$ cat src/rtl/tirq_pkg.sv
package tirq_pkg;

  typedef enum logic [2:0] {
    ACT_NONE,
    ACT_DROP,
    ACT_HOLD,
    ACT_PULSE,
    ACT_MSG
  } tirq_act_e;

endpackage

$ cat src/rtl/tirq_chan.sv
module tirq_chan
  import tirq_pkg::*;
(
  input  logic clk,
  input  logic rst_n,
  input  logic fire_i,
  input  logic clear_i,
  input  logic en_i,
  input  logic level_i,
  input  logic msg_en_i,
  input  logic glb_en_i,
  input  logic sts_clr_i,
  output logic status_o,
  output logic drive_o,
  output logic msg_req_o
);

  tirq_act_e act;
  logic msg_en_q, hold_q, pulse_q, status_q;
  logic hold_n, pulse_n, status_n;
  logic msg_rise;

  always_comb begin
    act = ACT_NONE;
    if (fire_i || clear_i) begin
      if (!fire_i || !en_i || !glb_en_i) act = ACT_DROP;
      else if (msg_en_i)                  act = ACT_MSG;
      else if (level_i)                   act = ACT_HOLD;
      else                                act = ACT_PULSE;
    end
  end

  assign msg_rise = msg_en_i & ~msg_en_q;

  always_comb begin
    status_n = status_q;
    hold_n   = hold_q;
    pulse_n  = 1'b0;
    if (sts_clr_i || msg_rise) begin
      status_n = 1'b0;
      hold_n   = 1'b0;
    end
    case (act)
      ACT_DROP: begin
        status_n = 1'b0;
        if (!msg_en_i) hold_n = 1'b0;
      end
      ACT_HOLD: begin
        status_n = 1'b1;
        hold_n   = 1'b1;
      end
      ACT_PULSE: begin
        status_n = 1'b0;
        hold_n   = 1'b0;
        pulse_n  = 1'b1;
      end
      default: ;
    endcase
  end

  always_ff @(posedge clk) begin
    if (!rst_n) begin
      msg_en_q <= 1'b0;
      hold_q   <= 1'b0;
      pulse_q  <= 1'b0;
      status_q <= 1'b0;
    end else begin
      msg_en_q <= msg_en_i;
      hold_q   <= hold_n;
      pulse_q  <= pulse_n;
      status_q <= status_n;
    end
  end

  assign status_o  = status_q;
  assign drive_o   = hold_q | pulse_q;
  assign msg_req_o = (act == ACT_MSG);

  // a held line always has its status bit set
  p_hold_has_status_r7: assert property (@(posedge clk) disable iff (!rst_n)
    hold_q |-> status_q);

  // an edge pulse lasts one cycle unless a new fire arrived
  p_pulse_single_r4: assert property (@(posedge clk) disable iff (!rst_n)
    pulse_q |=> (!pulse_q || $past(fire_i)));

  // message-mode channels never start holding a line
  p_msg_no_hold_r5: assert property (@(posedge clk) disable iff (!rst_n)
    $rose(hold_q) |-> !$past(msg_en_i));

endmodule

$ cat src/rtl/tirq_line_map.sv
module tirq_line_map #(
  parameter int NUM_CH    = 4,
  parameter int NUM_LINES = 32,
  parameter int LEG_A     = 0,
  parameter int LEG_B     = 8,
  localparam int RW       = $clog2(NUM_LINES)
) (
  input  logic                   clk,
  input  logic                   rst_n,
  input  logic [NUM_CH-1:0]      drive_i,
  input  logic [NUM_CH*RW-1:0]   route_i,
  input  logic                   legacy_i,
  input  logic                   rtc_i,
  output logic [NUM_LINES-1:0]   lines_o
);

  localparam logic [RW-1:0] LA = RW'(LEG_A);
  localparam logic [RW-1:0] LB = RW'(LEG_B);

  logic legacy_q, rtc_q;
  logic [RW-1:0] eff [NUM_CH];

  always_ff @(posedge clk) begin
    if (!rst_n) begin
      legacy_q <= 1'b0;
      rtc_q    <= 1'b0;
    end else begin
      legacy_q <= legacy_i;
      rtc_q    <= rtc_i;
    end
  end

  always_comb begin
    for (int c = 0; c < NUM_CH; c++) begin
      eff[c] = route_i[c*RW +: RW];
      if (legacy_q && c == 0) eff[c] = LA;
      if (legacy_q && c == 1) eff[c] = LB;
    end
  end

  for (genvar k = 0; k < NUM_LINES; k++) begin : g_line
    logic [NUM_CH-1:0] hit;
    always_comb begin
      for (int c = 0; c < NUM_CH; c++) hit[c] = drive_i[c] && (eff[c] == RW'(k));
    end
    if (k == LEG_B) begin : g_rtc
      assign lines_o[k] = (|hit) | (rtc_q & ~legacy_q);
    end else begin : g_plain
      assign lines_o[k] = |hit;
    end
  end

  // an unmasked clock level reaches its line
  p_rtc_pass_r9: assert property (@(posedge clk) disable iff (!rst_n)
    (!legacy_q && rtc_q) |-> lines_o[LEG_B]);

  // legacy mode pins channel 0 to its fixed line
  p_legacy_ch0_r1: assert property (@(posedge clk) disable iff (!rst_n)
    (legacy_q && drive_i[0]) |-> lines_o[LEG_A]);

endmodule

$ cat src/rtl/tirq_msg_arb.sv
module tirq_msg_arb #(
  parameter int NUM_CH = 4,
  parameter int AW     = 32,
  parameter int DW     = 32,
  localparam int MW    = AW + DW,
  localparam int SW    = (NUM_CH > 1) ? $clog2(NUM_CH) : 1
) (
  input  logic                  clk,
  input  logic                  rst_n,
  input  logic [NUM_CH-1:0]     req_i,
  input  logic [NUM_CH*MW-1:0]  route_i,
  input  logic                  ready_i,
  output logic                  valid_o,
  output logic [AW-1:0]         addr_o,
  output logic [DW-1:0]         data_o
);

  logic [NUM_CH-1:0] pending_q, grant_oh;
  logic [SW-1:0]     sel;
  logic              any, load;
  logic              valid_q;
  logic [AW-1:0]     addr_q;
  logic [DW-1:0]     data_q;

  always_comb begin
    sel = '0;
    any = |pending_q;
    for (int c = NUM_CH - 1; c >= 0; c--) begin
      if (pending_q[c]) sel = SW'(c);
    end
  end

  assign load     = (!valid_q || ready_i) && any;
  assign grant_oh = load ? (NUM_CH'(1) << sel) : '0;

  always_ff @(posedge clk) begin
    if (!rst_n) begin
      pending_q <= '0;
      valid_q   <= 1'b0;
      addr_q    <= '0;
      data_q    <= '0;
    end else begin
      pending_q <= (pending_q & ~grant_oh) | req_i;
      if (load) begin
        valid_q <= 1'b1;
        addr_q  <= route_i[sel*MW + DW +: AW];
        data_q  <= route_i[sel*MW +: DW];
      end else if (ready_i) begin
        valid_q <= 1'b0;
      end
    end
  end

  assign valid_o = valid_q;
  assign addr_o  = addr_q;
  assign data_o  = data_q;

  // a stalled request keeps its payload
  p_msg_hold_r6: assert property (@(posedge clk) disable iff (!rst_n)
    (valid_q && !ready_i) |=> (valid_q && $stable(addr_q) && $stable(data_q)));

endmodule

$ cat src/rtl/tirq_router.sv
module tirq_router #(
  parameter int NUM_CH    = 4,
  parameter int NUM_LINES = 32,
  parameter int MSG_AW    = 32,
  parameter int MSG_DW    = 32,
  parameter int LEG_A     = 0,
  parameter int LEG_B     = 8,
  localparam int RW       = $clog2(NUM_LINES),
  localparam int MW       = MSG_AW + MSG_DW
) (
  input  logic                  clk,
  input  logic                  rst_n,
  input  logic [NUM_CH-1:0]     fire_i,
  input  logic [NUM_CH-1:0]     clear_i,
  input  logic [NUM_CH-1:0]     ch_en_i,
  input  logic [NUM_CH-1:0]     ch_level_i,
  input  logic [NUM_CH-1:0]     ch_msg_en_i,
  input  logic [NUM_CH*RW-1:0]  ch_route_i,
  input  logic [NUM_CH*MW-1:0]  ch_msg_route_i,
  input  logic                  glb_en_i,
  input  logic                  legacy_i,
  input  logic                  sts_wr_i,
  input  logic [NUM_CH-1:0]     sts_wdata_i,
  input  logic                  rtc_level_i,
  output logic [NUM_LINES-1:0]  irq_lines_o,
  output logic [NUM_CH-1:0]     status_o,
  output logic                  msg_valid_o,
  input  logic                  msg_ready_i,
  output logic [MSG_AW-1:0]     msg_addr_o,
  output logic [MSG_DW-1:0]     msg_data_o
);

  logic [NUM_CH-1:0] status, drive, msg_req, sts_clr;

  assign sts_clr = sts_wr_i ? (sts_wdata_i & status) : '0;

  for (genvar c = 0; c < NUM_CH; c++) begin : g_ch
    tirq_chan u_chan (
      .clk       (clk),
      .rst_n     (rst_n),
      .fire_i    (fire_i[c]),
      .clear_i   (clear_i[c]),
      .en_i      (ch_en_i[c]),
      .level_i   (ch_level_i[c]),
      .msg_en_i  (ch_msg_en_i[c]),
      .glb_en_i  (glb_en_i),
      .sts_clr_i (sts_clr[c]),
      .status_o  (status[c]),
      .drive_o   (drive[c]),
      .msg_req_o (msg_req[c])
    );
  end

  tirq_line_map #(
    .NUM_CH    (NUM_CH),
    .NUM_LINES (NUM_LINES),
    .LEG_A     (LEG_A),
    .LEG_B     (LEG_B)
  ) u_map (
    .clk      (clk),
    .rst_n    (rst_n),
    .drive_i  (drive),
    .route_i  (ch_route_i),
    .legacy_i (legacy_i),
    .rtc_i    (rtc_level_i),
    .lines_o  (irq_lines_o)
  );

  tirq_msg_arb #(
    .NUM_CH (NUM_CH),
    .AW     (MSG_AW),
    .DW     (MSG_DW)
  ) u_arb (
    .clk     (clk),
    .rst_n   (rst_n),
    .req_i   (msg_req),
    .route_i (ch_msg_route_i),
    .ready_i (msg_ready_i),
    .valid_o (msg_valid_o),
    .addr_o  (msg_addr_o),
    .data_o  (msg_data_o)
  );

  assign status_o = status;

  // a status write never sets a bit
  p_sts_write_no_set_r7: assert property (@(posedge clk) disable iff (!rst_n)
    (sts_wr_i && !(|fire_i)) |=> ((status_o & ~$past(status_o)) == '0));

endmodule

$ cat config.mk
export PLATFORM = sky130hd
export DESIGN_NAME = tirq_router
export DESIGN_NICKNAME = d
export VERILOG_FILES = /design/src/rtl/tirq_pkg.sv /design/src/rtl/tirq_chan.sv /design/src/rtl/tirq_line_map.sv /design/src/rtl/tirq_msg_arb.sv /design/src/rtl/tirq_router.sv
export SDC_FILE = /design/constraint.sdc
export NUM_CORES = 1
export LEC_CHECK = 0
export BUFFER_PORTS_ARGS = -buffer_cell sky130_fd_sc_hd__buf_2
export CORE_AREA = 5 5 156 158
export CTS_CLUSTER_DIAMETER = 40
export DETAILED_ROUTE_END_ITERATION = 16
export DIE_AREA = 0 0 161 163
export PLACE_DENSITY = 0.51
export SLEW_MARGIN = 20
export SYNTH_ARGS = -nofsm -noshare
export SYNTH_HDL_FRONTEND = slang
export SYNTH_SLANG_ARGS = --single-unit
$ cat constraint.sdc
create_clock -name clk -period 2.7 [get_ports clk]
set_input_delay 0.405 -clock clk [delete_from_list [all_inputs] [get_ports clk]]
set_output_delay 0.405 -clock clk [all_outputs]
set_load 0.05 [all_outputs]
== Word-level counts from Yosys, hierarchy flattened ==
Index checks and enable logic that the tools add are counted.
Storage, ports and cells
  register bits after elaboration: 87
  latch bits: 0
  memory bits (writable): 0
  memory bits (read-only): 0
  bits of input ports: 307
  output and inout port bits: 101
  word-level logic and storage cells: 437
  memories kept: 0
Cells by class
  add/subtract/negate cells: 1
  $mul: 0
  divide/modulo/power cells: 0
  order comparisons: 0
  equal/unequal tests: 140
  shift operators: 3
  mux-type cells: 50
  bitwise logic cells: 19
  reduce and logical (&&, ||, !) cells: 202
Operator list (number)
  5-bit equality test, second input constant: 64
  256-bit by 33-bit indexed part select with 32-bit output: 1
  256-bit by 9-bit indexed part select with 32-bit output: 1
  5-bit by 4-bit equality test with 1-bit output, second input constant: 32
  4-bit OR reduction: 33
  1-bit logical AND: 129
  5-bit by 3-bit equality test with 1-bit output, second input constant: 16
  5-bit by 2-bit equality test with 1-bit output, second input constant: 8
  3-bit 2-to-1 mux: 12
  3-bit by 2-bit equality test with 1-bit output, second input constant: 8
  1-bit 2-to-1 mux: 22
  5-bit by 1-bit equality test with 1-bit output, second input constant: 4
  5-bit zero test: 4
  1-bit logical OR: 17
  3-bit by 1-bit equality test with 1-bit output, second input constant: 4
  3-bit equality test, second input constant: 4
  1-bit one-hot mux with 3 select lines: 4
  3-bit nonzero test: 4
  1-bit zero test: 10
  5-bit 2-to-1 mux: 2
  8-bit by 6-bit adder with 9-bit output, second input constant: 1
  4-bit bitwise AND: 2
  2-bit 2-to-1 mux: 4
  4-bit 2-to-1 mux: 2
  9 further kinds: 27

== Longest topological paths before layout ==
Gate-level depths: netlist of the first run.
  depth in word-level cells: 9
  mapped depth: 7
  mapped depth without buffers: 4

== By module ==
Synthesis of the first run repeated with hierarchy kept, for this count alone.
Second synthesis, totals
  cell total of the unflattened synthesis: 736
  area total of the unflattened synthesis: 6042.0 µm²
By module, submodules not included
  tirq_msg_arb: instances 1, cells an instance 474, area each 4021.4 µm², sequential area each 1381.3 µm²
  tirq_line_map: instances 1, cells an instance 170, area each 1249.9 µm², sequential area each 40.0 µm²
  tirq_chan: instances 4, cells an instance 22, area each 186.4 µm², sequential area each 80.1 µm²
  tirq_router: instances 1, cells an instance 4, area each 25.0 µm², sequential area each 0.0 µm²

== Worst setup path before layout of the first run ==
OpenSTA, ideal clock, no wires.
  path kind: register to output
  from: register u_map.legacy_q
  to: output port irq_lines_o[20]
  arrival: 2.224 ns
  data required time: 2.295 ns
  path slack: 0.071 ns
  stages on the path, launching flop included: 4
  buffers on the path: 0
  cell sequence: dfxtp_1 -> o21bai_1 -> or4b_1 -> o21ai_0
On the way
  cells in the longest elaborated chain, start to end: 4
  elaborated cells on any way between the ends: 7
  those cells by class: 2 x eq/ne; 2 x mux; 3 x reduce/logical
Ends and longest elaborated chain
  start: declaration: line tirq_line_map.sv:20  | logic legacy_q, rtc_q;
  start signal: assignment: line tirq_line_map.sv:28  | legacy_q <= legacy_i;
  5-bit 2-to-1 mux (on tied branches): line tirq_line_map.sv:36, tirq_line_map.sv:37
  5-bit equality test: line tirq_line_map.sv:44  | for (int c = 0; c < NUM_CH; c++) hit[c] = drive_i[c] && (eff[c] == RW'(k));
  1-bit logical AND: line tirq_line_map.sv:44
  4-bit OR reduction *: line tirq_line_map.sv:49  | assign lines_o[k] = |hit;
  end: declaration: line tirq_router.sv:25  | output logic [NUM_LINES-1:0] irq_lines_o,
Mark *: on every way between the ends. The rest lies on a longest branch, timed or not.

== Worst setup path in the final report of the first run ==
  from: register u_map.legacy_q
  to: output port irq_lines_o[23]
Same word-level chain as after synthesis.

==> metrics.csv, run 1 <==
metric,value,unit
share of the synthesized area in the top cell type,28.8,%
top area cells in the synthesized netlist,"dfxtp_1, a21oi_1, nand3b_1",
Int Power,0.00236,W
Crit. End Element,output port,
Ports,408,
drt total wl,31100,um
setup TNS,0,ns
Num CTS Buffers,9,
die height,163,um
sw frac,34.7,%
sequential power share,38.9,%
leakage power,3.76,nW
Post-synth EDFFs,0,
post-route ant nets,0,
Pre-antenna DRT Iters,5,
final hold vios,0,
CTS tree,built,
Clock Skew,0.0143,ns
critical path's slowest cell,or4b_1,
met1 Usage GRT,27.2,%
area of the multi-input gates,0.00388,mm^2
"Power, Total",0.00361,W
RR Endpoint,u_arb.data_o[8],
register area share after synthesis,28.8,%
WP data required,2.30,ns
RSZ-0062 raised after global routing,false,
worst-path fanout max,16,
H-tree Lvls,3,
Syn Std Cell Area,0.00605,mm^2
"Clk Latency, worst-skew pair",0.34,ns
total of max-cap violations,0,
Sink Count,87,
Worst R2R Start,u_arb.pending_q[2],
met2 Resource Use GR,38.2,%
combinational share of power,26.6,%
core area,0.0230,mm^2
clock network fraction of design power,34.5,%
Initial DRC Count,628,
Worst Hold Depth,2,
worst hold start,ch_level_i[0],
GRT met3 Usage,5.52,%
largest net degree at the start of global routing,100,
Pwr per Cell Area,417,mW/mm^2
vias in the first global route,7426,
hold crit path type,primary input to register,
Post-route DRC,0,
Root Buffer Master,clkbuf_16,
drt wl/cell,21.1,um
reg2reg setup slack,0.79,ns
grt peak-use layer,met2,
DPL Wire Length,24700,um
Avg Inst Size Synth,7.46,um^2
YS warnings,0,
GP Congestion,0.916,
post-layout min period,2.52,ns
clk slew on worst S/H paths,0.07,ns
fin cells,1473,
Worst-Margin Slew,0.639,ns
layout cell share with drive strength beyond 1,40.2,%
Die ar.,0.0262,mm^2
CTS Hold Bufs,0,
crit path cell chain,o21bai_2 > or4b_1 > o21ai_0 > buf_2,
Hold EP,g_ch[0].u_chan.pulse_q,
total track usage,22.0,%
Setup CP Type,register to output port,
Layout area overhead,43.0,%
delay of the slowest cell on the worst path,0.62,ns
placed cell count,1452,
async set or reset register ratio after synthesis,0,%
port bufs,407,
fill count,2514,
Final period util,93.2,%
maximum VDD drop,0.329,mV
first-pass GRT wire length,45000,um
die width,161,um
Worst EP arrival,2.11,ns
prevailing post-synth register cell,dfxtp_1,
nets,1480,
initial antenna violation count,8,
vias per cell,5.40,
Via Count,7961,
row cnt,56,
Yosys top cell by area,dfxtp_1,
Place WS,0.317,ns
synthesized netlist cell count,811,
#FFs+latches synth,87,
count of pins over their slew limit,0,
Startpoint Class,register,
fmax,398,MHz
slew margin rel.,56.9,%
Initial Utilization,26.3,%
worst setup margin,0.185,ns
post-synthesis net count,1118,
run status,"complete, no violations",
post-synth cell types,40,
Max Root-Sink Buffers,2,
global route total overflow,0,
R2R cell count,5,
final core utilization,37.6,%
endpoints failing setup,0,
switching power,0.00125,W
FF/Latch Area,0.00175,mm^2
==> metrics by stage <==
stage               hold slack (ns)  cell area [um^2]
finish                        0.241              8650
global route                  0.232              8650
CTS                           0.222              8630
detailed placement            0.490              8340
global placement              0.484              8340
floorplan                     0.468              6050
==> synthesized netlist by cell type (all sizes together), types with 7 or more instances <==
cell / count
a32oi: 19
buf: 30
inv: 8
nand3b: 67
a21boi: 7
dfxtp: 87
a22oi: 30
o21ai: 85
and2: 7
nand3: 11
nor2b: 15
a221oi: 68
nor2: 28
nor3b: 9
nand2: 100
a21oi: 130
clkbuf: 53
nor3: 11
==> how the worst max path moves through the flow <==
stage / slack, ns / depth (start not counted) / startpoint / end
after global routing: 0.02 / 6 / g_ch[1].u_chan.hold_q / irq_lines_o[20]
final: 0.18 / 4 / u_map.legacy_q / irq_lines_o[23]
after CTS: 0.02 / 4 / u_map.legacy_q / irq_lines_o[21]
after global placement: 0.39 / 4 / u_map.legacy_q / irq_lines_o[22]
after floorplan: 0.07 / 3 / u_map.legacy_q / irq_lines_o[20]
after detailed placement: 0.32 / 4 / u_map.legacy_q / irq_lines_o[20]
==> cells by family (layout without fill, tap and decap cells) <==
group,count (synthesis),count (layout),synth area share (%)
DFF,87,87,28.8
AOI/OAI and AO/OA,359,359,39.2
and+or+nand+nor,274,274,24.8
other,0,5,0
buffers and inverters,91,458,7.20
==> sequential cells by signal, summed over array words and instances (netlist names) <==
register	flops
g_ch.u_chan.hold_q	4
g_ch.u_chan.msg_en_q	4
g_ch.u_chan.pulse_q	4
g_ch.u_chan.status_o	4
u_arb.addr_o	32
u_arb.data_o	32
u_arb.pending_q	4
u_arb.valid_o	1
u_map.legacy_q	1
u_map.rtc_q	1
==> power by group through the flow <==
| stage | Clock, W | Combinational [W] | Sequential (W) |
|---|---|---|---|
| 2_1_floorplan | 0 | 0.000287 | 0.00166 |
| 3_3_place_gp | 0 | 0.000960 | 0.00143 |
| 3_5_place_dp | 0 | 0.000955 | 0.00143 |
| 4_1_cts | 0.00129 | 0.000958 | 0.00140 |
| 5_1_grt | 0.00135 | 0.00103 | 0.00141 |
| 6_report | 0.00124 | 0.000959 | 0.00140 |
==> critical path: cells and delay by family, from the launching register on <==
family	cells	cell delay (ns)
flip-flops	1	0.40
buffers and inverters	1	0.29
AND/OR/NAND/NOR	1	0.62
AO/OA/AOI/OAI	2	0.46
==> cell type report <==
class,instances,area share [%]
clock inverters,6,0.564
repair buffers,434,26.8
inverters,8,0.347
well taps,290,4.19
diodes,5,0.145
clock buffers,10,2.76
multi-input cells,633,44.9
flip-flops and latches,87,20.2
==> what timing repair did <==
action                                  CTS  global route
endpoints found under the hold margin     0             0
endpoints found under the setup margin    1             9
cloned                                    0             0
gates resized for setup                   2             4
buffers inserted                          0             0
==> layout by cell type (no fill, tap or decap), drive strengths merged, types with 5 or more instances in the layout <==
| master | n |
|---|---|
| a21oi | 130 |
| nand3 | 11 |
| nand3b | 67 |
| buf | 432 |
| a221oi | 68 |
| nor2b | 15 |
| nor2 | 28 |
| nor3b | 9 |
| nor4b | 6 |
| and2 | 7 |
| nor3 | 11 |
| a21boi | 7 |
| a32oi | 19 |
| clkbuf | 12 |
| inv | 12 |
| o211ai | 6 |
| dfxtp | 87 |
| o21ai | 85 |
| diode | 5 |
| a22oi | 30 |
| nand2 | 100 |
==> metal layers <==
metal	share of wire, %	routed length [um]
met3	8.7	2700
met2	50	15400
met5	0.19	59
met1	39	12200
met4	2.2	697
Power figures use the tool's default switching activity.
==> run 2: changes to the inputs <==
Settings changed: CELL_PAD_IN_SITES_DETAIL_PLACEMENT set to 1, CELL_PAD_IN_SITES_GLOBAL_PLACEMENT set to 1, CORE_AREA 5 5 156 158 to 5 5 155 157, DIE_AREA 0 0 161 163 to 0 0 160 162, PLACE_DENSITY 0.51 to 0.75.
==> metrics.csv, run 2 (synthesis results as in run 1) <==
metric,value,unit,change
GP Congestion,0.945,,+3.1%
Ports,408,,unchanged
Pwr per Cell Area,438,mW/mm^2,+4.9%
Root Buffer Master,clkbuf_16,,
worst hold start,ch_level_i[1],,
Crit. Startpoint,g_ch[1].u_chan.hold_q,,
R2R cell count,4,,-1
H-tree Lvls,3,,unchanged
delay of the slowest cell on the worst path,0.43,ns,-0.19 ns
WL met2,17000,um,+11%
RSZ-0062 raised after global routing,false,,
post-layout min period,2.53,ns,+0.0152 ns
hold crit path type,primary input to register,,
Max Root-Sink Buffers,2,,unchanged
fmax,395,MHz,-0.60%
RR Endpoint,u_arb.addr_o[0],,
CTS Hold Bufs,0,,unchanged
Setup CP Type,register to output port,,
Final period util,93.7,%,+0.56 points
Worst R2R Start,u_arb.pending_q[0],,
"most used cell, CP",o21ai_0,,
first-pass GRT wire length,50100,um,+11%
Die ar.,0.0259,mm^2,-1.2%
Clock Skew,0.0163,ns,+0.00209 ns
"Power, Total",0.00382,W,+6.0%
row cnt,55,,-1.8%
reg2reg setup slack,0.56,ns,-0.23 ns
Num CTS Buffers,9,,unchanged
"Clk Latency, worst-skew pair",0.35,ns,about the same
Layout area overhead,44.4,%,
critical path's slowest cell,o21ai_0,,
highest routed layer,met5,,
core area,0.0224,mm^2,-2.7%
worst-path fanout max,4,,-12
die height,162,um,-0.61%
Worst Hold Depth,2,,unchanged
Worst-Margin Slew,0.686,ns,+0.0470 ns
Setup crit end,irq_lines_o[23],,
Worst EP arrival,2.13,ns,+0.02 ns
"commonest non-fill, non-tap cell in the layout",buf_2,,
largest net degree at the start of global routing,129,,+29%
Initial Utilization,27.0,%,+0.73 points
WP data required,2.30,ns,about the same
initial antenna violation count,15,,+7
total of max-cap violations,0,,unchanged
die width,160,um,-0.62%
post-route ant nets,0,,unchanged
drt wl/cell,23.3,um,+11%
cell area after layout,0.00874,mm^2,+1.0%
endpoints failing setup,0,,unchanged
most frequent cells in the layout,"buf_2, a21oi_1, nand2_1",,
crit path cell chain,o21ai_0 > nor2_1 > a221oi_1 > o21ai_0 > clkbuf_4,,
slew margin rel.,54.3,%,-2.7 points
Pre-antenna DRT Iters,5,,unchanged
layout cell share with drive strength beyond 1,40.5,%,+0.25 points
vias in the first global route,8304,,+12%
port bufs,407,,unchanged
Initial DRC Count,584,,-7.0%
vias per cell,5.50,,+1.7%
WL met3,2920,um,+8.2%
Startpoint Class,register,,
hold_ws,0.237,ns,-0.00441 ns
Crit. End Element,output port,,
area of placed instances,0.00835,mm^2,+0.11%
Post-route DRC,0,,unchanged
maximum VDD drop,0.255,mV,-23%
drt total wl,34500,um,+11%
Via Count,8144,,+2.3%
count of pins over their slew limit,0,,unchanged
met1 WL,13500,um,+11%
CTS tree,built,,
DPL Wire Length,28000,um,+14%
leakage power,3.80,nW,+0.97%
nets,1485,,+0.34%
Sink Count,87,,unchanged
total track usage,24.8,%,+2.9 points
setup TNS,0,ns,unchanged
clk slew on worst S/H paths,0.06,ns,about the same
global route total overflow,0,,unchanged
run status,"complete, no violations",,
final hold vios,0,,unchanged
==> run 2: cell types whose count changed in the layout (fill, tap and decap cells not counted), sizes merged <==
cell and change:
clkbuf +2, diode +8, clkinvlp +1, buf +4, bufinv +2, inv -2, clkinv -2
==> run 2: power breakdown <==
group / switching [W] / internal (W) / leakage (nW)
sequential: 0.0000497 / 0.00136 / 0.713
combinational: 0.000635 / 0.000334 / 2.92
clock: 0.000572 / 0.000873 / 0.164
==> run 2: repair_timing <==
action	4_1_cts	5_1_grt
setup endpoints to repair	2	16
buffers inserted	0	0
resized for setup	2	5
==> run 2: how the worst min path moves through the flow <==
stage / to
global route: g_ch[1].u_chan.pulse_q
CTS: g_ch[1].u_chan.pulse_q
detailed placement: g_ch[0].u_chan.status_o
floorplan: g_ch[0].u_chan.status_o
global placement: g_ch[1].u_chan.status_o
finish: g_ch[1].u_chan.pulse_q
==> run 2: critical path, delay by kind of cell, from the launching register on <==
kind	cells	cell delay (ns)
compound gates	3	0.99
simple gates	1	0.22
flops	1	0.33
buf+inv	1	0.24
==> run 2: routing by layer <==
layer	global-route usage [%]	vias to the layer above
li1	-	3844
met1	29.8	3864
met2	42.6	370
met3	7.00	56
met4	8.96	10
met5	0	-
==> run 2: stage by stage <==
step	utilization, %	cells	worst slack, ns
CTS	38.9	1468	0.0375
global route	39.0	1475	0.0580
detailed placement	37.3	1452	0.363
floorplan	-	811	0.0713
finish	39.1	1481	0.170
global placement	37.3	1452	0.384
==> run 2: final cells by class <==
cell class	count	area (um^2)
diodes	13	32.5
clock buffers	11	253
clock inverters	5	87.6
fillers	2861	13600
inverters	8	30.0
multi-input cells	633	3880
flip-flops and latches	87	1750
well taps	285	357
repair buffers	439	2340
==> run 3: changes to the inputs <==
Settings changed: BUFFER_PORTS_ARGS -buffer_cell sky130_fd_sc_hd__buf_2 to -buffer_cell sky130_fd_sc_hd__buf_4.
==> metrics.csv, run 3 (synthesis results as in run 1) <==
metric,value,unit,change
run status,"complete, no violations",,
vias in the first global route,8272,,-0.39%
FF/Latch Area,0.00175,mm^2,about the same
DPL Wire Length,28400,um,+1.3%
GP Congestion,0.949,,+0.52%
Via Count,8137,,-0.086%
total track usage,25.3,%,+0.42 points
Pwr per Cell Area,408,mW/mm^2,-6.7%
slew margin rel.,44.0,%,-10 points
fin cells,1467,,-0.95%
global route total overflow,0,,unchanged
"commonest non-fill, non-tap cell in the layout",buf_4,,
post-route ant nets,0,,unchanged
Initial DRC Count,601,,+2.9%
reg2reg setup slack,0.78,ns,+0.22 ns
die height,162,um,unchanged
RR Endpoint,u_arb.data_o[31],,
Place WS,0.493,ns,+0.130 ns
leakage power,4.05,nW,+6.5%
CTS Hold Bufs,0,,unchanged
Worst Hold Depth,2,,unchanged
vias per cell,5.55,,+0.87%
clk slew on worst S/H paths,0.07,ns,about the same
worst-path fanout max,14,,+10
Max Root-Sink Buffers,2,,unchanged
Ports,408,,unchanged
worst setup margin,0.147,ns,-0.0231 ns
largest net degree at the start of global routing,129,,unchanged
H-tree Lvls,3,,unchanged
cell area after layout,0.00967,mm^2,+11%
drt total wl,35200,um,+1.8%
final hold vios,0,,unchanged
fill count,2769,,-3.2%
Worst EP arrival,2.15,ns,+0.02 ns
Initial Utilization,27.0,%,unchanged
drt wl/cell,24.0,um,+2.7%
first-pass GRT wire length,50800,um,+1.4%
placed cell count,1449,,-0.21%
most frequent cells in the layout,"buf_4, a21oi_1, nand2_1",,
Pre-antenna DRT Iters,5,,unchanged
Worst-Margin Slew,0.840,ns,+0.154 ns
worst hold start,ch_level_i[0],,
"Clk Latency, worst-skew pair",0.34,ns,about the same
row cnt,55,,unchanged
layout cell share with drive strength beyond 1,40.2,%,-0.32 points
Num CTS Buffers,9,,unchanged
area of placed instances,0.00933,mm^2,+12%
Die ar.,0.0259,mm^2,unchanged
Root Buffer Master,clkbuf_16,,
CTS tree,built,,
Final period util,94.6,%,+0.85 points
initial antenna violation count,4,,-11
Worst R2R Start,u_arb.pending_q[1],,
post-CTS setup repair buffer count,0,,unchanged
setup TNS,0,ns,unchanged
endpoints failing setup,0,,unchanged
maximum VDD drop,0.251,mV,-1.4%
WP data required,2.30,ns,about the same
port bufs,407,,unchanged
RSZ-0062 raised after global routing,false,,
Sink Count,87,,unchanged
fmax,392,MHz,-0.90%
Layout area overhead,59.9,%,
core area,0.0224,mm^2,unchanged
Startpoint Class,register,,
Post-route DRC,0,,unchanged
final core utilization,43.2,%,+4.2 points
Hold EP,g_ch[0].u_chan.pulse_q,,
Crit. End Element,output port,,
Setup CP Type,register to output port,,
total of max-cap violations,0,,unchanged
count of pins over their slew limit,0,,unchanged
nets,1482,,-0.20%
R2R cell count,5,,+1
hold crit path type,primary input to register,,
Clock Skew,0.0112,ns,-0.00510 ns
post-layout min period,2.55,ns,+0.0231 ns
area of the multi-input gates,0.00388,mm^2,about the same
post-cts sizing count,0,,-2
die width,160,um,unchanged
[run 3: cell count changes in the layout (fill, tap and decap cells not counted), moves of 3 or more]
cell / change
diode_2: -11
buf_2: -401
clkbuf_4: -3
buf_4: +402
[run 3: cell type report]
type	instances	share of cell area [%]
Antenna cell	2	0.0518
Inverter	8	0.311
Tap cell	285	3.69
Clock buffer	13	3.01
Timing Repair Buffer	436	34.2
Multi-Input combinational cell	633	40.1
Sequential cell	87	18.1
Clock inverter	3	0.479
[run 3: worst max path at each step]
stage | startpoint | endpoint | slack (ns)
finish | u_map.legacy_q | irq_lines_o[22] | 0.15
global route | u_map.legacy_q | irq_lines_o[22] | 0.03
CTS | u_map.legacy_q | irq_lines_o[22] | 0.12
detailed placement | ch_route_i[5] | irq_lines_o[22] | 0.49
global placement | ch_route_i[5] | irq_lines_o[22] | 0.47
floorplan | u_map.legacy_q | irq_lines_o[20] | 0.07
[run 3: report_power, final]
part	leakage (nW)	switching, W	total, W	internal [W]
registers	0.712	0.0000513	0.00141	0.00136
logic	3.17	0.000639	0.00113	0.000491
clock network	0.163	0.000556	0.00141	0.000852
[run 3: metal layers]
layer | GRT usage (%) | vias to the layer above | part of all wire [%]
li1 | - | 3811 | -
met1 | 30.1 | 3855 | 39
met2 | 42.4 | 392 | 48
met3 | 7.36 | 75 | 8.8
met4 | 11.1 | 4 | 4.1
met5 | 0 | - | 0.097
[run 3: worst max-delay path: stages, from the launching register on]
cell	delay [ns]
dfxtp_1	0.33
buf_4	0.19
or3b_2	0.49
nor2_1	0.33
a221oi_1	0.13
o21ai_0	0.11
buf_4	0.23
[run 3: metrics by stage]
stage                     hold WS (ns)  power (W)
final                            0.225    0.00395
after global routing             0.214    0.00410
after CTS                        0.206    0.00399
after detailed placement         0.501    0.00256
after global placement           0.488    0.00255
after floorplan                  0.468    0.00195
